==> config.mk <==
export PLATFORM = sky130hd
export DESIGN_NAME = lcd_raster_timer
export DESIGN_NICKNAME = d
export VERILOG_FILES = /design/src/rtl/lcd_raster_timer.sv
export SDC_FILE = /design/constraint.sdc
export NUM_CORES = 1
export LEC_CHECK = 0
export BUFFER_PORTS_ARGS = -buffer_cell sky130_fd_sc_hd__buf_2
export CORE_MARGIN = 10
export CORE_UTILIZATION = 55
export CTS_BUF_LIST = sky130_fd_sc_hd__clkbuf_4 sky130_fd_sc_hd__clkbuf_8 sky130_fd_sc_hd__clkbuf_16
export CTS_CLUSTER_DIAMETER = 100
export DETAILED_ROUTE_END_ITERATION = 7
export HOLD_SLACK_MARGIN = 0.12
export PLACE_DENSITY = 0.74
export RECOVER_POWER = 25
export SYNTH_ARGS = -nofsm -noshare
export SYNTH_HDL_FRONTEND = slang
export SYNTH_SLANG_ARGS = --single-unit
==> constraint.sdc <==
create_clock -name clk -period 7.5 [get_ports clk]
set_input_delay 2.25 -clock clk [delete_from_list [all_inputs] [get_ports clk]]
set_output_delay 2.25 -clock clk [all_outputs]
set_load 0.02 [all_outputs]
==> src/rtl/lcd_raster_timer.sv <==
module lcd_raster_timer #(
  parameter int CW = 12,
  parameter int AW = 3
) (
  input  logic          clk,
  input  logic          rst_n,
  input  logic          pix_en,
  input  logic          wr_en,
  input  logic [AW-1:0] wr_addr,
  input  logic [31:0]   wr_data,
  output logic          hsync,
  output logic          vsync,
  output logic          de,
  output logic          pix_strobe,
  output logic          pclk_edge_inv,
  output logic          lcd_power,
  output logic          irq,
  output logic [31:0]   frame_base
);
  localparam logic [CW-1:0] ONE = {{(CW-1){1'b0}}, 1'b1};
  localparam logic [AW-1:0] A_HOR = AW'(0);
  localparam logic [AW-1:0] A_VER = AW'(1);
  localparam logic [AW-1:0] A_POL = AW'(2);
  localparam logic [AW-1:0] A_CTL = AW'(3);
  localparam logic [AW-1:0] A_BAS = AW'(4);
  localparam logic [AW-1:0] A_IEN = AW'(5);
  localparam logic [AW-1:0] A_ICL = AW'(6);

  logic [31:0] hor_r, ver_r, pol_r, shadow_r, live_r;
  logic        en, pwr, ien, stat;
  logic [CW-1:0] hc, vc;

  logic [6:0]    blocks;
  logic [CW-1:0] h_act, h_fp_end, h_sw_end, h_tot;
  logic [CW-1:0] v_act, v_fp_end, v_sw_end, v_tot;
  logic          h_last, v_last, adopt;
  logic          hs_raw, vs_raw, de_raw;

  assign blocks   = {1'b0, hor_r[7:2]} + 7'd1;
  assign h_act    = CW'({blocks, 4'b0000});
  assign h_fp_end = h_act    + CW'(hor_r[23:16]) + ONE;
  assign h_sw_end = h_fp_end + CW'(hor_r[15:8])  + ONE;
  assign h_tot    = h_sw_end + CW'(hor_r[31:24]) + ONE;

  assign v_act    = CW'(ver_r[9:0]) + ONE;
  assign v_fp_end = v_act    + CW'(ver_r[23:16]);
  assign v_sw_end = v_fp_end + CW'(ver_r[15:10]) + ONE;
  assign v_tot    = v_sw_end + CW'(ver_r[31:24]);

  assign h_last = hc >= h_tot - ONE;
  assign v_last = vc >= v_tot - ONE;
  assign adopt  = en && pix_en && h_last && (vc == v_act - ONE);

  always_ff @(posedge clk or negedge rst_n) begin
    if (!rst_n) begin
      hc <= '0;
      vc <= '0;
    end else if (!en) begin
      hc <= '0;
      vc <= '0;
    end else if (pix_en) begin
      if (h_last) begin
        hc <= '0;
        vc <= v_last ? '0 : vc + ONE;
      end else begin
        hc <= hc + ONE;
      end
    end
  end

  always_ff @(posedge clk or negedge rst_n) begin
    if (!rst_n) begin
      hor_r    <= '0;
      ver_r    <= '0;
      pol_r    <= '0;
      en       <= 1'b0;
      pwr      <= 1'b0;
      shadow_r <= '0;
      ien      <= 1'b0;
    end else if (wr_en) begin
      case (wr_addr)
        A_HOR: hor_r <= wr_data;
        A_VER: ver_r <= wr_data;
        A_POL: pol_r <= wr_data;
        A_CTL: begin
          en  <= wr_data[0];
          pwr <= wr_data[1];
        end
        A_BAS: shadow_r <= {wr_data[31:2], 2'b00};
        A_IEN: ien <= wr_data[0];
        default: ;
      endcase
    end
  end

  always_ff @(posedge clk or negedge rst_n) begin
    if (!rst_n) begin
      live_r <= '0;
      stat   <= 1'b0;
    end else if (adopt) begin
      live_r <= shadow_r;
      stat   <= 1'b1;
    end else if (wr_en && wr_addr == A_ICL && wr_data[0]) begin
      stat <= 1'b0;
    end
  end

  assign hs_raw = en && hc >= h_fp_end && hc < h_sw_end;
  assign vs_raw = en && vc >= v_fp_end && vc < v_sw_end;
  assign de_raw = en && hc < h_act && vc < v_act;

  assign hsync         = hs_raw ^ pol_r[0];
  assign vsync         = vs_raw ^ pol_r[1];
  assign de            = de_raw ^ pol_r[2];
  assign pclk_edge_inv = pol_r[3];
  assign pix_strobe    = de_raw && pix_en && (hc <= CW'(pol_r[25:16]));
  assign lcd_power     = pwr;
  assign irq           = stat & ien;
  assign frame_base    = live_r;
endmodule

## Word-level counts from Yosys, hierarchy flattened

Index checks and enable logic that the tools add are counted.

- Add/sub/neg operators: 17
- Order comparisons: 9
- Equality and inequality tests: 9
- Muxes and demuxes: 9
- Bitwise logic cells: 4
- Reduce and logical (&&, ||, !) cells: 22

Operator list:

| kind | number |
|---|---|
| 12-bit 2-to-1 mux | 7 |
| 12-bit by 1-bit adder with 12-bit output (second input constant) | 6 |
| 12-bit >= comparator | 4 |
| 12-bit by 8-bit adder with 12-bit output | 3 |
| 11-bit by 8-bit adder with 12-bit output | 2 |
| 12-bit by 11-bit less-than comparator with 1-bit output | 2 |
| 12-bit less-than comparator | 2 |
| 12-bit by 1-bit subtractor with 12-bit output (second input constant) | 2 |
| 2-bit AND reduction | 7 |
| 1-bit logical AND | 13 |
| 12-bit by 6-bit adder with 12-bit output | 1 |
| 12-bit equality test | 1 |
| 12-bit by 10-bit less-or-equal comparator with 1-bit output | 1 |
| 11-bit by 1-bit subtractor with 12-bit output (second input constant) | 1 |
| 10-bit by 1-bit adder with 11-bit output (second input constant) | 1 |
| 3-bit equality test (second input constant) | 3 |
| 6-bit by 1-bit adder with 7-bit output (second input constant) | 1 |
| 3-bit by 2-bit equality test with 1-bit output (second input constant) | 2 |
| 3-bit by 1-bit equality test with 1-bit output (second input constant) | 1 |
| 3-bit zero test | 1 |
| 1-bit XOR | 3 |
| 1-bit 2-to-1 mux | 2 |
| 2-bit by 1-bit != test with 1-bit output (second input constant) | 1 |
| 2-bit != test (second input constant) | 1 |
| 2 further kinds | 2 |

- Register bits after elaboration: 178
- Input bits: 39
- Output and inout port bits: 39

## Logic depth before layout (Yosys ltp)

Gate-level depths: netlist of the first run.

- Word-level depth: 12
- Depth in mapped cells: 29
- Mapped depth without buffers: 28

## Worst setup path before layout of the first run

OpenSTA, ideal clock, no wires.

- Path type: register -> output
- From: register ver_r[0]
- To: output vsync
- Data arrival time: 4560 ps
- Required time: 5250 ps
- Setup slack: 690 ps
- Stages on the path, launching flop included: 21
- Buffers on the path: 0
- Cell sequence: dfrtp_1 -> ha_1 -> xnor2_1 -> inv_1 -> ha_1 -> a21oi_1 -> inv_1 -> a21oi_1 -> xnor2_1 -> ha_1 -> or2_2 -> a21oi_1 -> a31o_2 -> nor2_1 -> nand2_1 -> ha_1 -> a2111oi_0 -> o31ai_1 -> a2111oi_0 -> nor3_1 -> xnor2_1

- Cells in the longest elaborated chain, start to end: 7
- Elaborated cells between the ends (all ways): 9
- Those cells by class: 4 x add/sub; 2 x order compare; 1 x bitwise; 2 x reduce/logical

Ends and longest elaborated chain:

| what | RTL line | text |
|---|---|---|
| start: declaration | 29 | `logic [31:0] hor_r, ver_r, pol_r, shadow_r, live_r;` |
| start signal: assignment | 83 | `A_VER: ver_r <= wr_data;` |
| 10-bit by 1-bit adder with 11-bit output (*) | 45 | `assign v_act = CW'(ver_r[9:0]) + ONE;` |
| 11-bit by 8-bit adder with 12-bit output (*) | 46 | `assign v_fp_end = v_act + CW'(ver_r[23:16]);` |
| 12-bit by 6-bit adder with 12-bit output | 47 | `assign v_sw_end = v_fp_end + CW'(ver_r[15:10]) + ONE;` |
| 12-bit by 1-bit adder with 12-bit output | 47 |  |
| 12-bit less-than comparator | 109 | `assign vs_raw = en && vc >= v_fp_end && vc < v_sw_end;` |
| 1-bit logical AND (*) | 109 |  |
| 1-bit XOR (*) | 113 | `assign vsync = vs_raw ^ pol_r[1];` |
| end: declaration | 12 | `output logic vsync,` |

Every way passes the cells marked *; elsewhere a longest branch is shown, timed or not.

## Final worst setup path of the first run

Same ends and word-level chain as after synthesis.

==> results of run 1 <==
[placed cells by master, fill, tap and decap left out, drive strengths merged, types with 9 or more instances in the layout]
master  instances
nor2           46
nand2          59
o21a           25
and3            9
xnor2          56
xor2           37
nand2b         17
a21oi          52
clkbuf         23
nand3          34
ha            152
clkinv          9
dfrtp         164
a21o           24
nor3           18
o21ai          63
nor2b          11
mux2          119
buf            84
inv           103
[where the power goes]
part | total, mW | switching, mW | internal [mW]
Combinational | 3.67 | 1.97 | 1.71
Sequential | 1.13 | 0.118 | 1.01
Clock | 0.865 | 0.421 | 0.444
Total | 5.67 | 2.50 | 3.17
[through the flow]
step                      TNS, ns  area [µm²]  setup WS, ns  util (%)
final                           0       12700         0.287      62.7
after global routing      -0.0483       12700       -0.0429      62.7
after CTS                       0       12700        0.0122      62.5
after detailed placement        0       12100         0.485      59.6
after global placement          0       12100         0.641      59.6
after floorplan                 0       11400         0.690         -
[layout make-up]
type	instances	area [µm²]	area share (%)
well taps	270	338	2.65
clock buffers	18	433	3.40
multi-input cells	825	6870	53.9
flip-flops and latches	164	4110	32.2
inverters	100	375	2.95
repair buffers	89	469	3.68
clock inverters	14	150	1.18
[cell usage after synthesis, drive strengths merged (6+ instances only)]
| master | n | area [µm²] |
|---|---|---|
| o21bai | 8 | 60.1 |
| nor2b | 11 | 68.8 |
| nor3 | 18 | 101 |
| nand4 | 8 | 50.1 |
| nand2 | 59 | 221 |
| a21oi | 52 | 260 |
| nand3b | 6 | 45.0 |
| inv | 100 | 375 |
| a21o | 24 | 180 |
| dfrtp | 164 | 4100 |
| o211ai | 7 | 52.6 |
| and3 | 9 | 56.3 |
| nand2b | 17 | 106 |
| xor2 | 37 | 324 |
| clkbuf | 17 | 63.8 |
| nand3 | 34 | 180 |
| ha | 152 | 1900 |
| a211oi | 7 | 52.6 |
| o21a | 25 | 188 |
| mux2 | 119 | 1340 |
| nor2 | 46 | 180 |
| o21ai | 63 | 315 |
| xnor2 | 56 | 498 |
[routing by layer]
layer  up-vias  global-route usage, %
li1       4088                      -
met1      4079                   26.4
met3        35                   4.16
met4         0                   6.01
met5         -                      0
met2       172                   35.4
[kinds of logic (layout without fill, tap and decap cells)]
| logic type | Yosys count | after routing | share of synthesized area [%] |
|---|---|---|---|
| xor+xnor | 93 | 93 | 7.23 |
| mux | 124 | 124 | 12.2 |
| other cells | 2 | 4 | 0.0660 |
| fa+ha+maj | 158 | 158 | 17.7 |
| simple gates | 229 | 229 | 10.4 |
| compound gates | 217 | 217 | 12.1 |
| flops | 164 | 164 | 36.1 |
| buf+inv | 122 | 221 | 4.29 |
[state kept, by name (all words and copies together), names as in the netlist]
signal,count
ver_r,32
frame_base,30
hor_r,30
shadow_r,30
pol_r,14
hc,12
vc,12
en,1
ien,1
lcd_power,1
stat,1
[worst paths after layout]
kind / slack, ns / startpoint / depth (start not counted) / to
worst max-delay path: 0.29 / ver_r[0] / 21 / vsync
worst min-delay path: 0.48 / frame_base[8] / 1 / frame_base[8]
worst max register to register: 1.55 / hor_r[2] / 23 / frame_base[24]
worst min register to register: 0.48 / frame_base[8] / 1 / frame_base[8]
max in group asynchronous: 1.19 / rst_n / 2 / ver_r[0]
min in group asynchronous: 2.29 / rst_n / 1 / vc[5]
[what timing repair did]
action,in CTS,in global routing
resized for setup,1,12
setup endpoints to repair,1,2
pin swaps,0,4
buffers inserted,0,3
==> impl_metrics.ini, run 1 <==
[status]
outcome = complete, but fails checks
violations = max-capacitance violations, max-slew violations

[grt]
overflow = 0
antenna_found_initial = 0
first_global_vias = 8472
grt_pass1_wl_mm = 44.6
grt_usage_pct = 20.9
grt_max_degree = 74

[power_and_ir_drop]
power_density_mw_per_mm2 = 445
power_mw = 5.67
vdd_ir_drop_max_uv = 276
leakage_nw = 6.29

[clock_network]
cts_tree = yes
clk_latency_ns = 0.44
cts_root_buf = clkbuf_16
cts.reportedPaths.clkPinSlew_ns = 0.07
cts.sink_count = 164
ctsHoldBuffers = 0
cts_max_path_buffers = 2
htreeDepth = 4
numCtsBuffers = 17

[setup_path]
worst_ep_required_time_ns = 5.25
critPathCaptureType = output pin
cp_top_family = adder cells
path_buf_inv = 3
max_stage_delay_ns = 0.43
crit_fanout = 6
arrival_ns = 4.96
startpoint_type = flip-flop
path_common_cell = ha_1
cpMaxStageDelayCell = dfrtp_2
crit_path_cell_trace = ha_2 -> nand3_1 -> xor2_1 -> inv_1 -> ha_1 -> o211ai_1 -> o21ai_1 -> xor2_1 -> ha_1 -> a21oi_1 -> a31o_2 -> nor2_1 -> nand2_1 -> ha_1 -> a2111oi_1 -> o31ai_1 -> buf_4 -> nor3_1 -> nor3_1 -> xnor2_1 -> buf_2
worst-setup-path-type = reg2out

[routing]
wl_met1_mm = 12.2
dr.pass1.iters = 5
wl_per_cell_um = 18.6
topRoutingLayerUsed = met4
drtIter0Drc = 373
route.detailed.drc = 0
antenna_left = 0
vias_per_cell = 5.66
drt-total-wl_mm = 27.6
wl_met3_mm = 1.31
vias = 8374
wl_met2_mm = 13.4

[logic_synthesis]
netlist_area_mm2 = 0.0114
synth_ff_type = dfrtp_1
syn_avg_cell_area_um2 = 10.3
synthCells = 1109
ys_seq_elements = 164
synthDistinctLibCells = 59
ys_seq_area_share_pct = 36.1
ys_warn_count = 0
synth-edff-count = 0
synth-async-reset-ratio_pct = 100

[sta]
slew_violations = 95
tightest_slew_ns = 3.20
timing.hold.ws_ns = 0.485
hold_viol_final = 0
setup-violations-final = 0
finClkSkew_ns = 0.0173
period_share_pct = 96.2
fmax_mhz = 139
period_minus_slack_ns = 7.21
relSlewSlack_pct = -113

[die]
die_area_mm2 = 0.0268
start_util_pct = 56.0
io_pins = 78
die_h_um = 164
num_rows = 52
die_w_um = 164
core_mm2 = 0.0203

[cells_and_area]
drive_above_1_share_pct = 19.2
num_antenna_cells = 0
fin_nets = 1393
area_growth_pct = 12.0
layout.cells.non_filler = 1480
fill_cells = 1650

[place]
dp_cells = 1445
io_buffers = 75
dp_hpwl_mm = 21.1
place_congestion = 0.876

[job]
max-cap-violations = 2

[worst_hold_path]
hp-class = reg2reg
No activity file was read; power rests on OpenSTA's default activity.
==> inputs of run 2 (changes only) <==
- ABC_AREA: default -> 1
- PLACE_DENSITY: 0.74 -> 0.73
- SKIP_CTS_REPAIR_TIMING: default -> 1
- SLEW_MARGIN: default -> 20
==> run 2 against run 1 <==
  * The flow still finishes with violations (max-capacitance violations, max-slew violations)
  * Synthesized cell count grew 44%
  * Global-route usage grew 1.1 points
  * Final cell count up 32%
  * Hold slack worse by 0.017 ns
  * Clock power is 6.5% higher
  * Fmax rose by 1.2%
  * First-iteration DRC count increased by 98%
  * Die area grew 4.4%
  * Critical path type unchanged
==> impl_metrics.ini, run 2 <==
[status]
outcome = complete, but fails checks
violations = max-capacitance violations, max-slew violations

[setup_path]
crit_fanout = 6
reg2regPathDepth = 35
arrival_ns = 4.88
max_stage_delay_ns = 0.45
timing.rr.start = ver_r[1]
path_buf_inv = 6
startpoint_type = flip-flop
worst-setup-path-type = reg2out
r2r-end = vc[0]
r2r_setup_slack_ns = 1.09
cp_top_family = simple AND/OR/NAND/NOR gates
cpMaxStageDelayCell = dfrtp_1
worst_ep_required_time_ns = 5.25
critPathCaptureType = output pin
path_common_cell = nand2_1

[die]
die_area_mm2 = 0.0280
die_h_um = 167
num_rows = 53
start_util_pct = 56.3
io_pins = 78
core_mm2 = 0.0212
die_w_um = 167

[logic_synthesis]
ys_seq_area_share_pct = 34.3
synthDistinctLibCells = 43
synth.most_common_cell = nand2_1
ys_seq_elements = 164
netlist_area_mm2 = 0.0119
synth_ff_type = dfrtp_1
syn_avg_cell_area_um2 = 7.50
synth_area_leaders = dfrtp_1, ha_1, nand2_1
synth_top_area_share_pct = 34.3
synth-edff-count = 0
yosys.area.top_type = dfrtp_1
ys_top_cells_by_count = nand2_1, inv_1, dfrtp_1
synthCells = 1592
synth-async-reset-ratio_pct = 100
ys_warn_count = 0

[cells_and_area]
final_cell_mix = nand2_1, inv_1, dfrtp_1
final_common_cell = nand2_1
drive_above_1_share_pct = 8.47
num_antenna_cells = 0
fin_nets = 1859
fill_cells = 1930
area_growth_pct = 11.0
largest_register_ffs = 32
top_register = ver_r

[sta]
slew_violations = 130
period_minus_slack_ns = 7.13
setup_ws_ns = 0.370
hold_viol_final = 0
setup-violations-final = 0
tightest_slew_ns = 4.04
fmax_mhz = 140
finClkSkew_ns = 0.0191
relSlewSlack_pct = -169
period_share_pct = 95.1

[routing]
route.detailed.drc = 0
vias = 10600
drt-total-wl_mm = 31.8
wl_per_cell_um = 16.3
antenna_left = 0
dr.pass1.iters = 5
vias_per_cell = 5.44
drtIter0Drc = 737

[place]
dp_hpwl_mm = 24.1
place_ws_ns = 0.729
io_buffers = 75
place_congestion = 0.914

[clock_network]
cts_root_buf = clkbuf_16
htreeDepth = 4
cts.sink_count = 164
cts.reportedPaths.clkPinSlew_ns = 0.08
numCtsBuffers = 17
cts_max_path_buffers = 2
cts_tree = yes
clk_latency_ns = 0.45

[worst_hold_path]
min_to = frame_base[5]
hold_depth = 2
hp-class = reg2reg
min_from = frame_base[5]

[grt]
grt_max_degree = 69
grt_pass1_wl_mm = 50.9
antenna_found_initial = 0
grt_usage_pct = 22.0
first_global_vias = 10000
overflow = 0

[power_and_ir_drop]
power_density_mw_per_mm2 = 379
leakage_nw = 7.30
vdd_ir_drop_max_uv = 266
power_mw = 5.02

[job]
max-cap-violations = 2
## run 2: cell count changes after synthesis, moves of 30 or more
cell / delta
nand4_1: +38
nand2_1: +393
xnor2_1: -41
inv_1: +128
o21ai_0: +77
nand3_1: +42
mux2_1: -30
mux2_2: -89
## run 2: report_power, final
part | leakage (nW) | internal [mW] | switching, mW
logic | 4.86 | 1.17 | 1.82
clock network | 0.301 | 0.458 | 0.463
registers | 2.14 | 0.999 | 0.119
total | 7.30 | 2.62 | 2.40
## run 2: worst max path at each step
stage / startpoint / to / slack (ns) / cells past startpoint
3_3_place_gp: ver_r[0] / vsync / 0.90 / 31
5_1_grt: ver_r[1] / vsync / -0.15 / 28
4_1_cts: ver_r[0] / vsync / 0.22 / 29
2_1_floorplan: ver_r[1] / vsync / 1.37 / 30
3_5_place_dp: ver_r[0] / vsync / 0.73 / 31
6_report: ver_r[1] / vsync / 0.37 / 31
## run 2: area by class of cell
cell class,instances,area (µm²),share of cell area (%)
timing repair buffer,87,455,3.44
inverter,234,878,6.63
sequential,164,4110,31.0
clock buffer,17,425,3.21
multi-input combinational,1159,6840,51.6
tap,275,344,2.60
clock inverter,15,204,1.54
## run 2: kinds of logic (layout without fill, tap and decap cells)
family                   after synthesis  in the layout  synth area share (%)
AND/OR/NAND/NOR                      681            681                  23.9
AO/OA/AOI/OAI                        251            251                  11.3
XOR/XNOR                              66             66                  4.84
flip-flops                           164            164                  34.3
adder cells (fa/ha/maj)              157            157                  16.8
buffers and inverters                271            353                  8.84
other                                  2              4                0.0629
## run 2: stage by stage
stage                     area [µm²]  instances  TNS [ns]  hold WS (ns)  utilization (%)
after detailed placement       12600       1914         0         0.453             59.2
after global placement         12600       1914         0         0.450             59.2
after global routing           13300       1951    -0.147         0.488             62.5
after floorplan                12000       1594         0         0.449                -
after CTS                      13200       1946         0         0.471             62.2
final                          13300       1951         0         0.467             62.5
## run 2: metal layers
metal	global-route usage, %	part of all wire (%)	wire length, µm
met2	36.8	48	15200
met3	4.03	6.0	1920
met4	5.64	1.7	556
met1	28.5	45	14200
met5	0	0	0
## run 2: tightest hold or removal path, stage by stage (launching register included)
cell and delay [ns]:
dfrtp_1 0.34, nand2_1 0.05, nand2_1 0.05
